## src/rtl/psort_pkg.sv

```systemverilog
package psort_pkg;
    localparam int unsigned LINES_PER_BANK = 32;
    localparam int unsigned NUM_CLASSES    = 2;

    typedef enum logic {
        CLS_NORMAL = 1'b0,
        CLS_FAST   = 1'b1
    } cls_e;
endpackage

```

## src/rtl/psort_cand.sv

```systemverilog
module psort_cand
    import psort_pkg::*;
#(
    parameter int unsigned MAX_BANKS    = 3,
    parameter int unsigned ACTIVE_BANKS = 3,
    parameter bit          FAST_CLASS   = 1'b0,
    localparam int unsigned NL          = MAX_BANKS * LINES_PER_BANK
) (
    input  logic [NL-1:0] pend,
    input  logic [NL-1:0] mask,
    input  logic [NL-1:0] steer,
    output logic [NL-1:0] cand
);
    logic [NL-1:0] present;

    for (genvar b = 0; b < MAX_BANKS; b++) begin : g_bank
        if (b < ACTIVE_BANKS) begin : g_on
            assign present[b*LINES_PER_BANK +: LINES_PER_BANK] = '1;
        end else begin : g_off
            assign present[b*LINES_PER_BANK +: LINES_PER_BANK] = '0;
        end
    end

    always_comb begin
        cand = pend & ~mask & present & (FAST_CLASS ? steer : ~steer);
    end
endmodule

```

## src/rtl/psort_tree.sv

```systemverilog
module psort_tree #(
    parameter int unsigned NL     = 96,
    parameter int unsigned PW     = 6,
    localparam int unsigned CW    = $clog2(NL),
    localparam int unsigned LEAVES = 1 << $clog2(NL)
) (
    input  logic [NL-1:0]    cand,
    input  logic [NL*PW-1:0] prio,
    output logic             found,
    output logic [CW-1:0]    code
);
    logic          nv [LEAVES];
    logic [PW-1:0] np [LEAVES];
    logic [CW-1:0] nc [LEAVES];

    always_comb begin
        for (int i = 0; i < LEAVES; i++) begin
            if (i < NL) begin
                nv[i] = cand[i];
                np[i] = prio[i*PW +: PW];
            end else begin
                nv[i] = 1'b0;
                np[i] = '1;
            end
            nc[i] = CW'(i);
        end
        for (int w = LEAVES / 2; w > 0; w = w / 2) begin
            for (int j = 0; j < w; j++) begin
                if (nv[2*j+1] && (!nv[2*j] || (np[2*j+1] <= np[2*j]))) begin
                    nv[j] = 1'b1;
                    np[j] = np[2*j+1];
                    nc[j] = nc[2*j+1];
                end else begin
                    nv[j] = nv[2*j];
                    np[j] = np[2*j];
                    nc[j] = nc[2*j];
                end
            end
        end
        found = nv[0];
        code  = nc[0];
    end
endmodule

```

## src/rtl/psort_top.sv

```systemverilog
module psort_top
    import psort_pkg::*;
#(
    parameter int unsigned MAX_BANKS    = 3,
    parameter int unsigned ACTIVE_BANKS = 3,
    parameter int unsigned PW           = 6,
    localparam int unsigned NL          = MAX_BANKS * LINES_PER_BANK,
    localparam int unsigned CW          = $clog2(NL)
) (
    input  logic             clk,
    input  logic             rst_n,
    input  logic [NL-1:0]    pend_i,
    input  logic [NL-1:0]    mask_i,
    input  logic [NL-1:0]    steer_i,
    input  logic [NL*PW-1:0] prio_i,
    input  logic             load_irq_i,
    input  logic             load_fiq_i,
    output logic [CW-1:0]    irq_code_o,
    output logic [CW-1:0]    fiq_code_o,
    output logic             irq_done_o,
    output logic             fiq_done_o
);
    typedef struct packed {
        logic [NUM_CLASSES-1:0][CW-1:0] code;
        logic [NUM_CLASSES-1:0]         seen;
        logic [NUM_CLASSES-1:0]         done;
    } state_t;

    state_t st_d, st_q;

    logic [NUM_CLASSES-1:0]         load;
    logic [NUM_CLASSES-1:0]         sel_found;
    logic [NUM_CLASSES-1:0][CW-1:0] sel_code;

    assign load[CLS_NORMAL] = load_irq_i;
    assign load[CLS_FAST]   = load_fiq_i;

    for (genvar g = 0; g < NUM_CLASSES; g++) begin : g_cls
        logic [NL-1:0] cand;

        psort_cand #(
            .MAX_BANKS   (MAX_BANKS),
            .ACTIVE_BANKS(ACTIVE_BANKS),
            .FAST_CLASS  (g == CLS_FAST)
        ) cand_i (
            .pend (pend_i),
            .mask (mask_i),
            .steer(steer_i),
            .cand (cand)
        );

        psort_tree #(
            .NL(NL),
            .PW(PW)
        ) tree_i (
            .cand (cand),
            .prio (prio_i),
            .found(sel_found[g]),
            .code (sel_code[g])
        );
    end

    always_comb begin
        st_d = st_q;
        for (int g = 0; g < NUM_CLASSES; g++) begin
            if (load[g]) begin
                st_d.code[g] = sel_found[g] ? sel_code[g] : '0;
            end
            st_d.seen[g] = load[g];
            st_d.done[g] = st_q.seen[g];
        end
    end

    always_ff @(posedge clk or negedge rst_n) begin
        if (!rst_n) begin
            st_q <= '0;
        end else begin
            st_q <= st_d;
        end
    end

    assign irq_code_o = st_q.code[CLS_NORMAL];
    assign fiq_code_o = st_q.code[CLS_FAST];
    assign irq_done_o = st_q.done[CLS_NORMAL];
    assign fiq_done_o = st_q.done[CLS_FAST];
endmodule

```

## config.mk

```make
export PLATFORM = sky130hd
export DESIGN_NAME = psort_top
export DESIGN_NICKNAME = d
export VERILOG_FILES = /design/src/rtl/psort_pkg.sv /design/src/rtl/psort_cand.sv /design/src/rtl/psort_tree.sv /design/src/rtl/psort_top.sv
export SDC_FILE = /design/constraint.sdc
export NUM_CORES = 2
export LEC_CHECK = 0
export BUFFER_PORTS_ARGS = -buffer_cell sky130_fd_sc_hd__buf_4
export CORE_AREA = 2 2 343 345
export DETAILED_ROUTE_END_ITERATION = 6
export DIE_AREA = 0 0 345 347
export SLEW_MARGIN = 20
export SYNTH_ARGS = -nofsm -noshare
export SYNTH_HDL_FRONTEND = slang
export SYNTH_SLANG_ARGS = --single-unit
```

## constraint.sdc

```tcl
create_clock -name clk -period 1.05 [get_ports clk]
set_clock_uncertainty 0.1 [all_clocks]
set_input_delay 0 -clock clk [delete_from_list [all_inputs] [get_ports clk]]
set_output_delay 0 -clock clk [all_outputs]
set_load 0.05 [all_outputs]
```

== Word level (Yosys, flattened, before mapping) ==
Index checks and enable logic that the tools add are counted.
Operators by class
  mux-type cells: 570
  $lt $le $gt $ge: 142
  reductions and logical operators: 570
  bitwise gates (word level): 5
Operator list (number)
  $mux W6: 188
  $le A6 B6 Y1: 142
  $mux W7: 96
  $and A96 B96 Y96: 3
  $mux W1: 286
  $not A96 Y96: 2
  $logic_and A1 B1 Y1: 190
  $logic_not A1 Y1: 190
  $logic_or A1 B1 Y1: 190
Storage, ports and cells
  output and inout bits: 16
  word-level logic and storage cells: 1291
  register bits: 18
  bits of input ports: 868

== Longest topological paths before layout ==
  depth in word-level cells: 32
  depth in mapped cells: 68
  depth with buffers taken out: 64

== Hierarchy ==
A second synthesis with hierarchy kept.
Second synthesis, totals
  cells, all modules: 6211
  area total of the unflattened synthesis: 48131.2 µm²
Modules (own cells, without submodules)
  psort_tree (g_cls[0].tree_i): area an instance 22745.6 µm², seq. area each 0.0 µm², cells each 2998, times used 1
  psort_tree (g_cls[1].tree_i): area an instance 22678.0 µm², seq. area each 0.0 µm², cells each 2959, times used 1
  psort_cand (g_cls[0].cand_i): area an instance 1201.2 µm², seq. area each 0.0 µm², cells each 96, times used 1
  psort_cand (g_cls[1].cand_i): area an instance 840.8 µm², seq. area each 0.0 µm², cells each 96, times used 1
  psort_top: area an instance 665.6 µm², seq. area each 450.4 µm², cells each 62, times used 1

== Least setup slack after synthesis ==
OpenSTA, ideal clock, no wires.
  path type: input -> register
  start point: input port prio_i[304]
  end point: register st_q (netlist bit irq_code_o[1])
  buffers on the path: 5
  slack: -10.492 ns
  data arrival time: 11.316 ns
  cell stages on the path: 62
  required time: 0.824 ns
  setup time: 0.126 ns
  cell sequence: inv_1 > ha_1 > a21oi_1 > nand2_1 > a221o_1 > a31oi_1 > clkbuf_1 > nor2_1 > a21oi_1 > inv_1 > ha_1 > a21oi_1 > nor2_1 > a2111oi_0 > o22a_1 > buf_2 > mux2i_1 > inv_1 > [... 26 more ...] > a21o_1 > a21o_1 > a221oi_1 > a311oi_1 > nor2_1 > buf_2 > mux2i_1 > ha_1 > nor2b_1 > o21a_1 > o21a_1 > o21ai_0 > nand2b_1 > a21oi_1 > o32ai_2 > nand3_1 > a21oi_1 > a221o_1
On the way
  cells in the longest elaborated chain, start to end: 29
  elaborated cells on any way between the ends: 44
  those cells by class: order compare: 7; mux: 20; reduce/logical: 17
RTL lines
  start: declaration: RTL line psort_top.sv:15  | input logic [NL*PW-1:0] prio_i,
  $le A6 B6 Y1: RTL line psort_tree.sv:29  | if (nv[2*j+1] && (!nv[2*j] || (np[2*j+1] <= np[2*j]))) begin
  $logic_or A1 B1 Y1: RTL line psort_tree.sv:29
  $logic_and A1 B1 Y1: RTL line psort_tree.sv:29
  $mux W6: RTL line psort_tree.sv:29
  $le A6 B6 Y1: RTL line psort_tree.sv:29
  $logic_or A1 B1 Y1: RTL line psort_tree.sv:29
  $logic_and A1 B1 Y1: RTL line psort_tree.sv:29
  $mux W6 / $mux W1 (equally long branches): RTL line psort_tree.sv:29
  [... 13 more ...]
  $logic_or A1 B1 Y1: RTL line psort_tree.sv:29
  $logic_and A1 B1 Y1: RTL line psort_tree.sv:29
  $mux W6 / $mux W1 (equally long branches): RTL line psort_tree.sv:29
  $le A6 B6 Y1 / $logic_not A1 Y1 (equally long branches): RTL line psort_tree.sv:29
  $logic_or A1 B1 Y1: RTL line psort_tree.sv:29
  $logic_and A1 B1 Y1: RTL line psort_tree.sv:29
  $mux W7 / $mux W1 (equally long branches): RTL line psort_tree.sv:29
  $mux W7 (*): RTL line psort_top.sv:67  | st_d.code[g] = sel_found[g] ? sel_code[g] : '0;
  end signal: assignment: RTL line psort_top.sv:78  | st_q <= st_d;
  end: declaration: RTL line psort_top.sv:29  | state_t st_d, st_q;
Mark *: on every way between the ends. The rest lies on a longest branch, timed or not.
A chain may end at the register's enable or synchronous reset.

== Worst setup path after layout ==
  start point: input port prio_i[305]
  end point: register st_q (netlist bit irq_code_o[3])
Same word-level chain as after synthesis.

==> results.md <==
- Number of flops mapped to enable cells by yosys: 0
- Synth Flop Type: dfrtp_1
- Buffers added on ports: 883
- Worst Path Required: roughly 1.1 ns
- Routed WL: between 200 and 250 mm
- Remaining DRCs: 0
- Vias in the first global route: 55400
- # H-tree levels: 1
- Placer Congestion: just over 1
- Total number of vias: around 55000
- Final nets: ~11000
- Dpl hpwl: 180 mm
- Initial Util: 35.0%
- Top-count cell post-synth: inv_1
- Worst Hold Slack: 0.0905 ns
- Synth Instances: around 5400
- Cells taking the most area after synthesis: ha_1, mux2i_1, inv_1
- Slowest cell on the critical path: a2111oi_2
- Met2 WL: just under 100 mm
- Asr flop ratio synth: 100%
- Met3 wire length: 10.1 mm
- Final std cells w/o fill: ~11000
- Final worst slack: -10.41 ns
- Power Total: a little under 90 mW
- Leak: roughly 39 nW
- Synth top area share: approximately a quarter
- Crit. End Element: register
- Final-report hold violation count: 0
- Seq. cell area: between 400 and 500 um2
- Cell Area, Synth: between 0.04 and 0.05 mm2
- Die Height: roughly 350 um
- Routed len/inst: around 19 um
- Period utilization: 1090%
- Post-synth top cells: inv_1, ha_1, mux2i_1, a21oi_1, nor2_1
- Initial antenna violation count: 25
- WHS Endpoint: fiq_code_o[1]
- Arrival @ worst endpoint: about 11 ns
- Grt total ovfl: 0
- Hold Path Origin: load_fiq_i
- Clock sink count: 18
- Largest delay contributor family on the critical path: compound AO/OA/AOI/OAI gates
- Max Slew Vio Count: 0
- Flops & latches, synth: 18
- Post-Place Cells: approximately 10000
- Syn Area/Cell: about 7.5 um2
- Startpoint Class: input pin
- PD cells: ~1200 mW/mm2
- Status: complete, but fails checks
- Slew margin rel.: a little under two fifths
- CTS buffer count: 3
- Buffers and inverters on the worst path: 12
- Core Region: approximately 0.12 mm2
- Synth-to-layout area growth: 82.9%
- # rows: 125
- Seq/Total Area, Yosys: around 1.1%
- Library cells used by synthesis: 119
- Clock tree buffer depth: 2
- Worst skew pair latency: between 0.2 and 0.3 ns
- Hold Path Depth: 3
- Multi-input combinational cell area: 0.0402 mm2
- Max-Cap Viols: 0
- # fillers: 10000
- CTS root buffer: clkbuf_16
- Setup violators final: 16
- Fmax: a little under 90 MHz
- Total Routing Usage GR: about a third
- Max IR drop VDD: between 2000 and 2500 uV
- Cell taking the most area after synthesis: ha_1
- Failing checks: negative setup slack
- Share of cells above drive strength 1: ~50%
- Worst hold path type: input pin to register
- DIE AREA: 0.120 mm2
- FF-to-FF Start: fiq_code_o[1]
- CTS tree: yes
- Worst-path clk slew: 0.05 ns
- M1 WL: between 80 and 90 mm
- Worst r2r dst: fiq_code_o[1]
- Top-Level Pins: around 880
- Synth warnings: 0
- RSZ-0062 raised after global routing: true
- DR iter-0 viols: ~2900
- Most used cell, CP: a21o_1
- Post-DRT Antenna Nets: 0
- First-pass GRT wire length: slightly above 300 mm
- DR pass1 iterations: 6
- Top sig layer: met5
- Largest net degree at the start of global routing: 19
- Post-route minimum period: roughly 11 ns
- Worst Tran Pin Value: roughly 0.93 ns
- Critical path type: input pin to register
- Largest stage delay, worst path: 0.41 ns
- Routed vias/inst: around 5.2
- R2R Setup Slk: approximately 0.03 ns
- CP max FO: 7
- Die X: ~350 um
- Synth Net Count: between 7000 and 8000
- Reg2reg path depth: 3
## power by group
group	switching (mW)	leakage (nW)	internal (mW)
Sequential	0.351	0.216	1.05
Clock	0.267	0.0443	0.580
Combinational	41.3	38.9	44.2
## per-layer routing
layer  up-vias  global-route usage [%]
met5         -                       0
met4        16                    11.9
met1     25900                    37.5
li1      27000                       -
met3       390                    3.86
met2      1575                    57.9
## placed cells by master (no fill, tap or decap), types with 40 or more instances in the layout
| master | n |
|---|---|
| a21oi_2 | 111 |
| nor2b_1 | 86 |
| nand3b_1 | 87 |
| mux2i_2 | 109 |
| nor3b_1 | 100 |
| mux2i_1 | 522 |
| o21ai_1 | 56 |
| buf_6 | 40 |
| a21o_1 | 100 |
| nor2_1 | 334 |
| o21ai_0 | 103 |
| buf_4 | 3597 |
| a21oi_1 | 278 |
| nand2b_1 | 81 |
| mux2i_4 | 67 |
| nand2_1 | 313 |
| nand3_1 | 103 |
| inv_1 | 836 |
| nand4_1 | 108 |
| ha_1 | 791 |
| ha_4 | 58 |
| mux2_2 | 148 |
| o21a_1 | 45 |
## worst min-delay path: cells and delay by family
| family | cells | cell delay (ns) |
|---|---|---|
| buffers and inverters | 2 | 0.30 |
| AO/OA/AOI/OAI | 1 | 0.09 |
## worst max-delay path by stage
stage                          endpoint  slack, ns        start  depth (start not counted)
after detailed placement  fiq_code_o[0]     -11.02  prio_i[326]                         61
after CTS                 irq_code_o[1]     -10.18  prio_i[316]                         59
after floorplan           irq_code_o[1]      -9.45  prio_i[310]                         60
after global routing      irq_code_o[1]     -10.84  prio_i[254]                         65
after global placement    fiq_code_o[0]     -10.86  prio_i[326]                         65
final                     irq_code_o[3]     -10.41  prio_i[305]                         63
## per-stage QoR
stage                     area (um2)  util, %  TNS, ns  setup WS, ns
after floorplan                41800        -  -130.54         -9.45
after global placement         69700     60.2  -148.42        -10.86
after detailed placement       69700     60.2  -151.88        -11.02
after CTS                      72100     62.3  -139.21        -10.18
after global routing           74100     64.0  -149.22        -10.84
final                          74100     64.0  -142.62        -10.41
## registers in the layout (all words and copies together) (netlist names)
signal	cells
fiq_done_o	1
irq_code_o	7
irq_done_o	1
fiq_code_o	7
st_d	2
## kinds of logic (layout without fill, tap and decap cells)
logic type / Yosys count / after routing / synth area share, %
and+or+nand+nor: 1436 / 1436 / 18.9
AOI/OAI and AO/OA: 1251 / 1254 / 22.2
adders and majority gates: 852 / 852 / 26.3
muxes: 870 / 870 / 22.2
other: 0 / 18 / 0
DFF: 18 / 18 / 1.11
buffers and inverters: 971 / 4544 / 9.27
## area by class of cell
| cell class | count | area share [%] |
|---|---|---|
| clock buffer | 4 | 0.120 |
| tap | 1524 | 2.57 |
| antenna | 18 | 0.0608 |
| multi-input combinational | 4412 | 54.3 |
| inverter | 868 | 4.45 |
| timing repair buffer | 3671 | 37.9 |
| timing repair inverter | 1 | 0.0101 |
| sequential | 18 | 0.613 |
## timing repair
| action | CTS | global route |
|---|---|---|
| hold endpoints to repair | 23 | 3 |
| setup buffers | 84 | 55 |
| pin swaps | 102 | 128 |
| endpoints found under the setup margin | 18 | 17 |
| resized for setup | 353 | 280 |
| cloned | 2 | 2 |
| hold buffers | 2 | 2 |
(Power assumes the default switching activity.)
